<file path="src/rtl/dsyn_pkg.sv">
package dsyn_pkg;

    localparam int REG_W = 64;
    localparam int SYN_W = 24;
    localparam int ENC_W = 16;
    localparam int EL_W  = 2;
    localparam int NUM_EL = 1 << EL_W;

    // {op0, op1, CRn, CRm, op2} = {2'b11, 3'b000, 4'b1100, 4'b0001, 3'b001}
    localparam logic [ENC_W-1:0] DSYN_ENC = 16'hC609;

    typedef enum logic [2:0] {
        RT_IDLE,
        RT_UNDEF,
        RT_PHYS,
        RT_VIRT,
        RT_RAZWI
    } route_e;

    typedef struct packed {
        logic             pend;
        logic             impl_fmt;
        logic [SYN_W-1:0] syn;
    } dsyn_state_t;

    // Keep only the bits the chosen format defines.
    function automatic logic [SYN_W-1:0] keep_syn(input logic impl,
                                                  input logic [SYN_W-1:0] raw);
        logic [SYN_W-1:0] k;
        if (impl) begin
            k = raw;
        end else begin
            k        = '0;
            k[12:10] = raw[12:10];
            k[9]     = raw[9];
            k[5:0]   = raw[5:0];
        end
        return k;
    endfunction

endpackage

</file>
<file path="src/rtl/dsyn_route.sv">
module dsyn_route
    import dsyn_pkg::*;
(
    input  logic               acc_valid,
    input  logic [ENC_W-1:0]   acc_enc,
    input  logic [EL_W-1:0]    acc_el,
    input  logic               hyp_enabled,
    input  logic               hyp_abort_route,
    input  logic               mon_present,
    input  logic               mon_ea_route,
    input  logic               in_debug,
    input  logic [NUM_EL-1:0]  razwi_el_mask,
    output route_e             route
);

    logic hit;
    logic razwi_on;

    always_comb begin
        hit      = acc_valid && (acc_enc == DSYN_ENC);
        razwi_on = mon_present && !in_debug && mon_ea_route && razwi_el_mask[acc_el];
        if (!hit) begin
            route = RT_IDLE;
        end else if (acc_el == EL_W'(0)) begin
            route = RT_UNDEF;
        end else if (acc_el == EL_W'(1) && hyp_enabled && hyp_abort_route) begin
            route = RT_VIRT;
        end else if (razwi_on) begin
            route = RT_RAZWI;
        end else begin
            route = RT_PHYS;
        end
    end

endmodule

</file>
<file path="src/rtl/dsyn_store.sv">
module dsyn_store
    import dsyn_pkg::*;
#(
    parameter bit HAS_SYNC_SRC = 1'b1
) (
    input  logic               clk,
    input  logic               rst_n,
    input  logic               defer_valid,
    input  logic               defer_impl,
    input  logic [SYN_W-1:0]   defer_syn,
    input  logic               sw_we,
    input  logic [REG_W-1:0]   sw_wdata,
    output dsyn_state_t        state_q
);

    localparam int PEND_BIT = 31;
    localparam int FMT_BIT  = 24;

    dsyn_state_t nxt;
    dsyn_state_t state_d;

    always_comb begin
        nxt = state_q;
        if (defer_valid) begin
            nxt.pend     = 1'b1;
            nxt.impl_fmt = defer_impl;
            nxt.syn      = keep_syn(defer_impl, defer_syn);
        end else if (sw_we) begin
            nxt.pend     = sw_wdata[PEND_BIT];
            nxt.impl_fmt = sw_wdata[FMT_BIT];
            nxt.syn      = keep_syn(sw_wdata[FMT_BIT], sw_wdata[SYN_W-1:0]);
        end
    end

    generate
        if (HAS_SYNC_SRC) begin : g_pend
            always_comb state_d = nxt;
        end else begin : g_no_pend
            always_comb begin
                state_d      = nxt;
                state_d.pend = 1'b0;
            end
        end
    endgenerate

    always_ff @(posedge clk or negedge rst_n) begin
        if (!rst_n) begin
            state_q <= '0;
        end else begin
            state_q <= state_d;
        end
    end

endmodule

</file>
<file path="src/rtl/dsyn_reg_unit.sv">
module dsyn_reg_unit
    import dsyn_pkg::*;
#(
    parameter bit HAS_SYNC_SRC = 1'b1
) (
    input  logic               clk,
    input  logic               rst_n,
    input  logic               defer_valid,
    input  logic               defer_impl,
    input  logic [23:0]        defer_syn,
    input  logic               acc_valid,
    input  logic [15:0]        acc_enc,
    input  logic               acc_write,
    input  logic [63:0]        acc_wdata,
    input  logic [1:0]         acc_el,
    input  logic               hyp_enabled,
    input  logic               hyp_abort_route,
    input  logic               mon_present,
    input  logic               mon_ea_route,
    input  logic               in_debug,
    input  logic [3:0]         razwi_el_mask,
    input  logic [63:0]        virt_rdata,
    output logic [63:0]        rd_data,
    output logic               undef_trap,
    output logic               virt_sel
);

    route_e      route;
    dsyn_state_t state_q;
    logic        sw_we;
    logic [REG_W-1:0] phys_word;

    dsyn_route u_route (
        .acc_valid       (acc_valid),
        .acc_enc         (acc_enc),
        .acc_el          (acc_el),
        .hyp_enabled     (hyp_enabled),
        .hyp_abort_route (hyp_abort_route),
        .mon_present     (mon_present),
        .mon_ea_route    (mon_ea_route),
        .in_debug        (in_debug),
        .razwi_el_mask   (razwi_el_mask),
        .route           (route)
    );

    assign sw_we = (route == RT_PHYS) && acc_write;

    dsyn_store #(
        .HAS_SYNC_SRC (HAS_SYNC_SRC)
    ) u_store (
        .clk         (clk),
        .rst_n       (rst_n),
        .defer_valid (defer_valid),
        .defer_impl  (defer_impl),
        .defer_syn   (defer_syn),
        .sw_we       (sw_we),
        .sw_wdata    (acc_wdata),
        .state_q     (state_q)
    );

    always_comb begin
        phys_word = {32'b0, state_q.pend, 6'b0, state_q.impl_fmt, state_q.syn};
        rd_data   = '0;
        if (!acc_write) begin
            if (route == RT_PHYS) begin
                rd_data = phys_word;
            end else if (route == RT_VIRT) begin
                rd_data = virt_rdata;
            end
        end
        undef_trap = (route == RT_UNDEF);
        virt_sel   = (route == RT_VIRT);
    end

endmodule

</file>
<file path="config.mk">
export PLATFORM = sky130hd
export DESIGN_NAME = dsyn_reg_unit
export DESIGN_NICKNAME = d
export VERILOG_FILES = /design/src/rtl/dsyn_pkg.sv /design/src/rtl/dsyn_route.sv /design/src/rtl/dsyn_store.sv /design/src/rtl/dsyn_reg_unit.sv
export SDC_FILE = /design/constraint.sdc
export NUM_CORES = 1
export LEC_CHECK = 0
export ABC_AREA = 1
export BUFFER_PORTS_ARGS = -buffer_cell sky130_fd_sc_hd__buf_2
export CAP_MARGIN = 20
export CELL_PAD_IN_SITES_DETAIL_PLACEMENT = 2
export CELL_PAD_IN_SITES_GLOBAL_PLACEMENT = 2
export CORE_UTILIZATION = 14
export DETAILED_ROUTE_END_ITERATION = 10
export GPL_ROUTABILITY_DRIVEN = 0
export PLACE_DENSITY = 0.77
export RECOVER_POWER = 100
export SYNTH_ARGS = -nofsm -noshare
export SYNTH_HDL_FRONTEND = slang
export SYNTH_SLANG_ARGS = --single-unit
</file>
<file path="constraint.sdc">
create_clock -name clk -period 2.5 [get_ports clk]
set_clock_uncertainty 0.15 [all_clocks]
set_input_delay 0.5 -clock clk [delete_from_list [all_inputs] [get_ports clk]]
set_output_delay 0.5 -clock clk [all_outputs]
set_load 0.05 [all_outputs]
</file>
==> After elaboration in Yosys (flattened, before gate mapping) <==
Index checks and enable logic that the tools add are counted.
{ "op_classes": {"bitwise": 0, "div_mod_pow": 0, "n_mul": 0, "eq_ne": 5, "muxes": 13, "n_reduce_logical": 10, "order_cmp": 1, "shifts": 0, "addsub": 0} }
{ "ops": {"columns": ["op", "n"], "rows": [
  ["$mux W64", 3],
  ["$mux W26", 2],
  ["$mux W24", 2],
  ["$eq A16 B16 Y1 const B", 1],
  ["$mux W3", 4],
  ["$logic_and A1 B1 Y1", 7],
  ["$eq A3 B2 Y1 const B", 2],
  ["$eq A3 B1 Y1 const B", 1],
  ["$lt A2 B3 Y1 const B", 1],
  ["$bmux W1 S2", 1],
  ["$eq A2 B1 Y1 const B", 1],
  ["$logic_not A2 Y1", 1],
  ["$reduce_bool A2 Y1", 1],
  ["$logic_not A1 Y1", 1],
  ["$mux W1", 1]
]} }
{ "totals": {"output_inout_bits": 66, "ramBits": 0, "wordCells": 32, "latchBits": 0, "in_bits": 185, "regBits": 26, "romBits": 0, "memories": 0} }

==> Longest topological paths before layout <==
Gate-level depths: netlist of run 1.
{ "logic_depth": {"depth_word": 12, "ltp_mapped": 12, "ltp_nobuf": 10} }

==> Cells and area by module <==
Synthesis of run 1 repeated with hierarchy kept, for this count alone.
{ "unflattened": {"hier_cells": 460, "hier_area_um2": 2641.3} }
{ "by_module_without_submodules": {"columns": ["module", "area_per_inst_um2", "seq_area_each_um2", "n_inst", "cells_each"], "rows": [
  ["dsyn_store", 1377.6, 650.6, 1, 191],
  ["dsyn_reg_unit", 1099.8, 0.0, 1, 231],
  ["dsyn_route", 163.9, 0.0, 1, 38]
]} }

==> Worst setup path before layout of run 1 <==
No wires, ideal clock.
{ "synth_timing": {"kind": "input-to-output", "from": "input port acc_enc[3]", "to": "output port rd_data[43]", "path_buffers": 2, "arrival_time_ps": 2240, "stages": 12, "path_slack_ps": -390, "required_time_ps": 1850, "path_cell_list": "inv_1 -> nor2_1 -> nand2_1 -> nor2_1 -> inv_1 -> nor2_2 -> nand2_1 -> nor3_4 -> inv_2 -> buf_6 -> buf_6 -> nor2_1"} }
{ "synth_via": {"elab_chain_cells": 7, "elab_cells_between_ends": 8, "classes_between": "eq/ne (3); mux (4); reduce/logical (1)"} }
{ "synth_rtl": {"columns": ["element", "line_no", "rtl"], "rows": [
  ["start, declared", "dsyn_reg_unit.sv:12", "input logic [15:0] acc_enc,"],
  ["$eq A16 B16 Y1 *", "dsyn_route.sv:20", "hit = acc_valid && (acc_enc == DSYN_ENC);"],
  ["$logic_and A1 B1 Y1 *", "dsyn_route.sv:20", null],
  ["$mux W3 *", "dsyn_route.sv:22", "if (!hit) begin"],
  ["$eq A3 B2 Y1", "dsyn_reg_unit.sv:67", "end else if (route == RT_VIRT) begin"],
  ["$mux W64", "dsyn_reg_unit.sv:67", null],
  ["$mux W64 *", "dsyn_reg_unit.sv:65", "if (route == RT_PHYS) begin"],
  ["$mux W64 *", "dsyn_reg_unit.sv:64", "if (!acc_write) begin"],
  ["end, declared", "dsyn_reg_unit.sv:23", "output logic [63:0] rd_data,"]
]} }
Every way passes the cells marked *; elsewhere a longest branch is shown, timed or not.

==> Final worst setup path of run 1 <==
{ "layout_timing": {"from": "input port acc_el[1]", "to": "output port rd_data[26]"} }
{ "layout_via": {"elab_chain_cells": 11, "elab_cells_between_ends": 16, "classes_between": "eq/ne (3); mux (9); reduce/logical (4)"} }
{ "layout_rtl": {"columns": ["element", "line_no", "rtl"], "rows": [
  ["start, declared", "dsyn_reg_unit.sv:15", "input logic [1:0] acc_el,"],
  ["$bmux W1 S2", "dsyn_route.sv:21", "razwi_on = mon_present && !in_debug && mon_ea_route && razwi_el_mask[acc_el];"],
  ["$mux W1 (implied by the code)", "dsyn_route.sv:21", null],
  ["$logic_and A1 B1 Y1", "dsyn_route.sv:21", null],
  ["$mux W3", "dsyn_route.sv:28", "end else if (razwi_on) begin"],
  ["$mux W3", "dsyn_route.sv:26", "end else if (acc_el == EL_W'(1) && hyp_enabled && hyp_abort_route) begin"],
  ["$mux W3 *", "dsyn_route.sv:24", "end else if (acc_el == EL_W'(0)) begin"],
  ["$mux W3 *", "dsyn_route.sv:22", null],
  ["$eq A3 B2 Y1", "dsyn_reg_unit.sv:67", null],
  ["$mux W64", "dsyn_reg_unit.sv:67", null],
  ["$mux W64 *", "dsyn_reg_unit.sv:65", null],
  ["$mux W64 *", "dsyn_reg_unit.sv:64", null]
]} }
Every way passes the cells marked *; elsewhere a longest branch is shown, timed or not. The select of a mux whose other input is x is not followed.

==> results of run 1 <==
worst max-delay path: stages:
cell      delay, ns
buf_2          0.11
inv_2          0.06
nand2_1        0.08
nor2_2         0.18
nor2_1         0.08
nand2_2        0.10
nand2_2        0.09
nor3_4         0.22
buf_12         0.15
clkinv_8       0.05
buf_12         0.14
buf_16         0.14
nor2_4         0.13
buf_8          0.16
cell type report:
| cell class | instances | area (sq um) | area share |
|---|---|---|---|
| timing repair buffer | 260 | 2310 | 0.424 |
| multi-input combinational | 314 | 1890 | 0.346 |
| sequential | 26 | 651 | 0.119 |
| tap | 220 | 275 | 0.0504 |
| inverter | 58 | 240 | 0.0440 |
| clock buffer | 4 | 88.8 | 0.0163 |
cell usage after synthesis (all sizes together):
cell type,n
a21oi,1
buf,9
clkbuf,17
clkinv,2
dfrtp,26
inv,56
nand2,170
nand3,59
nand4,29
nor2,53
nor3,2
logic make-up after synthesis:
group	synth area share
and+or+nand+nor	0.573
buffers and inverters	0.148
DFF	0.275
AOI/OAI and AO/OA	0.00371
worst max path at each step:
stage	end	slack [ns]	cells after the start
3_5_place_dp	rd_data[44]	-0.33	13
4_1_cts	rd_data[25]	-0.19	14
5_1_grt	rd_data[44]	-0.47	15
6_report	rd_data[26]	-0.37	14
2_1_floorplan	rd_data[53]	-0.06	12
3_3_place_gp	rd_data[25]	-0.31	13
power groups by stage:
stage	Sequential (mW)	Clock, mW	Combinational (mW)
CTS	0.488	0.397	0.347
finish	0.488	0.387	0.376
floorplan	0.482	0	0.147
detailed placement	0.495	0	0.338
global placement	0.494	0	0.328
global route	0.492	0.412	0.417
what timing repair did:
| item | in CTS | in global routing |
|---|---|---|
| setup endpoints to repair | 64 | 65 |
| resized for setup | 159 | 108 |
| pin swaps | 6 | 22 |
| setup buffers | 8 | 10 |
| hold buffers | 0 | 0 |
| cloned | 7 | 1 |
stage by stage:
stage / util / hold slack, ns / cells
floorplan: - / 0.0544 / 424
global placement: 0.252 / 0.336 / 855
detailed placement: 0.252 / 0.356 / 855
CTS: 0.304 / 0.104 / 874
global route: 0.330 / 0.397 / 882
finish: 0.330 / 0.372 / 882
layer usage:
layer / up-vias / wire length [um] / GRT usage
li1: 1797 / - / -
met1: 1758 / 6320 / 0.192
met2: 161 / 8640 / 0.318
met3: 23 / 903 / 0.0261
met4: 2 / 384 / 0.0284
met5: - / 13 / 0
==> run_results.csv, run 1 <==
group,metric,value,unit
status,run_status,"complete, but fails checks",
status,violations,"negative setup slack",
finish,fillCellCount,1922,
clock_network,clockRootBuffer,"clkbuf_16",
drt,drc,0,
timing,fmaxAchievable,349,MHz
pwr,cell_internal_pwr,0.867,mW
floorplanning,chipHeight,132,um
worst_setup_path,r2r_end,"u_store.state_q[5]",
clock_network,cts_tree,"built",
finish,layout_commonest_cell,"buf_2",
global_routing,grt_pass1_wl,22700,um
pwr,p_total,1.25,mW
clock_network,insertion_delay,0.26,ns
floorplanning,boundaryPins,251,
placed_design,place_area,4160,sq um
placed_design,portBuffers,212,
pwr,power.density,229,nW/um^2
finish,drive_gt1_frac,0.559,
global_routing,grt_max_degree,31,
worst_setup_path,worstPathRequired,1.85,ns
floorplanning,die_w,132,um
drt,drt_first_iter_violations,97,
clock_network,cts_buffers,3,
global_routing,grt_usage,0.165,
timing,hold_viol,0,
pwr,vdd_drop_max,209,uV
yosys,ys_seq_area_frac,0.275,
worst_setup_path,critPathLaunchType,"primary input",
clock_network,clk_pin_slew_worst_paths,0.06,ns
pwr,p_leak,2.94,nW
worst_setup_path,crit_start,"acc_el[1]",
timing,fin_setup_tns,-19.18,ns
worst_setup_path,cp_max_fo,4,
drt,wl_per_cell,18.4,um
drt,first_pass_iters,4,
worst_setup_path,cp-end-kind,"output port",
yosys,synthesis.area,2360,sq um
floorplanning,initial_utilization,0.143,
job,drv_cap,0,
timing,worst_slack,-0.367,ns
finish,fin_area,5460,sq um
placed_design,dp_hpwl,10300,um
worst_setup_path,worstPathArrival,2.22,ns
timing,final.period_utilization,1.15,
yosys,yosys-top-cells-area,"dfrtp_1 28%, nand2_1 27%, nand3_1 13%",
timing,slew_violations,0,
yosys,synth_top_area_frac,0.275,
pwr,p_sw_frac,0.307,
timing,slew_headroom,0.0780,
yosys,synth.avg_cell_area,5.57,sq um
drt,routed_wl,16300,um
min_path,min_path_cells,2,
finish,area_growth,131,%
yosys,ys_seq_elements,26,
finish,reg.largest.list,"u_store.state_q x26",
finish,layout.nets,848,
timing,worst_slew_pin_slew,1.38,ns
worst_setup_path,critical_path_class,"in2out",
timing,rsz0062_at_grt,"true",
drt,num_vias,3741,
clock_network,h-tree-depth,1,
yosys,ys.warnings.count,0,
min_path,holdCritStartpoint,"u_store.state_q[11]",
finish,layout_common_cells,"136 x buf_2, 126 x nand2_1, 57 x nand3_1, 46 x inv_1, 45 x nor2_4",
yosys,syn_nets,609,
min_path,hold_path.class,"reg2reg",
timing,finalSetupViolations,65,
yosys,synth_largest_area_cell,"dfrtp_1",
min_path,hold_end,"u_store.state_q[11]",
pwr,clkPwrFrac,0.309,
worst_setup_path,timing.rr.start,"u_store.state_q[5]",
floorplanning,std_cell_rows,47,
clock_network,clockBufferDepth,2,
drt,ant_nets,0,
clock_network,clkSinkCount,26,
finish,largest_register_ff_count,26,
finish,regMostFlops,"u_store.state_q",
finish,antenna_cells,0,
worst_setup_path,r2r_slack,1.65,ns
timing,layout_min_cycle_time,2.87,ns
global_routing,grt_pass1_vias,4017,
global_routing,antenna_found_initial,1,
floorplanning,die-area,17400,sq um
global_routing,grt-ovfl-total,0,
drt,via_per_inst,4.24,
pwr,power.switching,0.384,mW
worst_setup_path,worst-r2r-cell-count,2,
pwr,power_frac_seq,0.390,
yosys,syn_inst,424,
pwr,combPwrFrac,0.301,
floorplanning,core,16500,sq um
yosys,synth_cell_type_count,19,
placed_design,post-place-ws,-0.325,ns
Note: power is estimated with default switching activity, not from simulation.
==> run 2: changes to the inputs <==
CELL_PAD_IN_SITES_DETAIL_PLACEMENT = unset   (was 2)
CELL_PAD_IN_SITES_GLOBAL_PLACEMENT = unset   (was 2)
CORE_AREA = 2 2 97 99   (was unset)
CORE_UTILIZATION = unset   (was 14)
CTS_CLUSTER_SIZE = 28   (was unset)
DIE_AREA = 0 0 99 101   (was unset)
PLACE_DENSITY = 0.62   (was 0.77)
==> run 2 against run 1 <==
The flow still finishes with violations (negative setup slack). Clock-buffer cell count shrank 1. Final cell count shrank 14%. Global-route usage grew 2.0 points. Non-clock buffer count shrank 12. Critical path depth is the same. Total power shrank 16%. Die area shrank 43%. Sequential share of layout area grew 1.4 points.
==> run_results.csv, run 2 (same netlist as run 1, synthesis figures left out) <==
group,metric,value,unit
timing,layout_min_cycle_time,2.65,ns
timing,slew_headroom,0.0742,
placed_design,place_area,3970,sq um
finish,layout_commonest_cell,"buf_2",
global_routing,grt_pass1_wl,15400,um
finish,reg.largest.list,"u_store.state_q x26",
drt,ant_nets,0,
clock_network,cts_tree,"built",
timing,fmaxAchievable,377,MHz
clock_network,clk_pin_slew_worst_paths,0.08,ns
drt,top_layer_used,"met4",
placed_design,portBuffers,212,
drt,num_vias,3505,
global_routing,grt-ovfl-total,0,
finish,fin_area,4890,sq um
pwr,vdd_drop_max,164,uV
worst_setup_path,critical_path_class,"in2out",
drt,drt_first_iter_violations,86,
global_routing,grt_usage,0.185,
timing,rsz0062_at_grt,"true",
pwr,p_total,1.04,mW
worst_setup_path,timing.rr.start,"u_store.state_q[1]",
global_routing,grt_max_degree,29,
timing,final.period_utilization,1.06,
pwr,clkPwrFrac,0.220,
min_path,min_path_cells,3,
timing,whs,0.358,ns
drt,via_per_inst,4.61,
clock_network,ctsHoldBuffers,0,
worst_setup_path,worstPathArrival,2.00,ns
floorplanning,chipHeight,101,um
worst_setup_path,worstPathRequired,1.85,ns
global_routing,antenna_found_initial,0,
pwr,power.switching,0.327,mW
placed_design,placedCellCount,744,
pwr,combPwrFrac,0.320,
worst_setup_path,worst-r2r-cell-count,2,
timing,worst_slew_pin_slew,1.39,ns
drt,routed_wl,10200,um
drt,wl_met3,714,um
placed_design,dp_hpwl,7180,um
drt,drc,0,
timing,fin_setup_tns,-4.83,ns
finish,regMostFlops,"u_store.state_q",
job,drv_cap,0,
status,run_status,"complete, but fails checks",
floorplanning,initial_utilization,0.263,
drt,wl_per_cell,13.4,um
clock_network,insertion_delay,0.26,ns
finish,drive_gt1_frac,0.522,
drt,wl_met1,3790,um
floorplanning,std_cell_rows,35,
timing,slew_violations,0,
pwr,cell_internal_pwr,0.718,mW
timing,finalSetupViolations,53,
pwr,power_frac_seq,0.460,
drt,wl_met2,5620,um
pwr,p_leak,2.72,nW
floorplanning,die-area,10000,sq um
global_routing,grt_pass1_vias,3341,
worst_setup_path,r2r_end,"u_store.state_q[1]",
worst_setup_path,cp_max_fo,8,
finish,stdcell_count,760,
min_path,hold_end,"u_store.state_q[25]",
worst_setup_path,r2r_slack,1.68,ns
finish,layout.nets,836,
clock_network,clockBufferDepth,2,
drt,first_pass_iters,4,
worst_setup_path,critPathLaunchType,"primary input",
floorplanning,die_w,99,um
finish,layout_common_cells,"141 x buf_2, 139 x nand2_1, 57 x nand3_1, 47 x inv_1, 46 x buf_6",
finish,antenna_cells,0,
clock_network,clkSinkCount,26,
min_path,hold_path.class,"in2reg",
status,violations,"negative setup slack",
placed_design,post-place-ws,-0.313,ns
pwr,p_sw_frac,0.313,
min_path,holdCritStartpoint,"acc_wdata[31]",
worst_setup_path,cp-end-kind,"output port",
clock_network,cts_buffers,3,
floorplanning,boundaryPins,251,
pwr,power.density,214,nW/um^2
finish,area_growth,107,%
clock_network,clockRootBuffer,"clkbuf_8",
finish,largest_register_ff_count,26,
finish,post-route-util,0.545,
clock_network,h-tree-depth,1,
timing,worst_slack,-0.153,ns
floorplanning,core,8980,sq um
timing,hold_viol,0,
run 2: timing repair:
item                                    in CTS  in global routing
pin swaps                                    6                 15
gates cloned                                 5                  3
buffers inserted                             9                  1
endpoints found under the setup margin      64                 64
gates resized for setup                    178                 33
run 2: power by group through the flow:
stage	registers [mW]	logic (mW)	clock network, mW
CTS	0.480	0.327	0.232
global route	0.485	0.375	0.250
finish	0.481	0.334	0.230
global placement	0.487	0.309	0
detailed placement	0.488	0.316	0
floorplan	0.482	0.147	0
run 2: critical path: stages:
cell and delay (ns):
buf_8 0.08, inv_8 0.03, nor2_4 0.09, nand2_2 0.07
nor2_4 0.10, inv_2 0.05, nor2_4 0.11, nand2_2 0.07
nor3_4 0.18, clkinv_4 0.15, buf_12 0.16, buf_16 0.15
nor2_4 0.10, buf_6 0.16
run 2: worst max path at each step:
stage	from	to	slack [ns]
floorplan	acc_enc[3]	rd_data[53]	-0.06
global placement	acc_enc[3]	rd_data[45]	-0.31
detailed placement	acc_enc[3]	rd_data[33]	-0.31
CTS	acc_enc[3]	rd_data[42]	-0.20
global route	acc_enc[11]	rd_data[1]	-0.27
finish	acc_enc[3]	rd_data[27]	-0.15
run 2: metal layers:
layer  track usage  up-vias
met5             0        -
met4        0.0253        0
met3        0.0187        6
met2         0.374      178
met1         0.212     1553
li1              -     1768
run 2: final cells by class:
cell class                 instances  area (sq um)
tap                              111           139
multi-input combinational        314          1790
sequential                        26           651
timing repair buffer             248          2050
inverter                          58           230
fill                             842          4080
clock buffer                       3          41.3
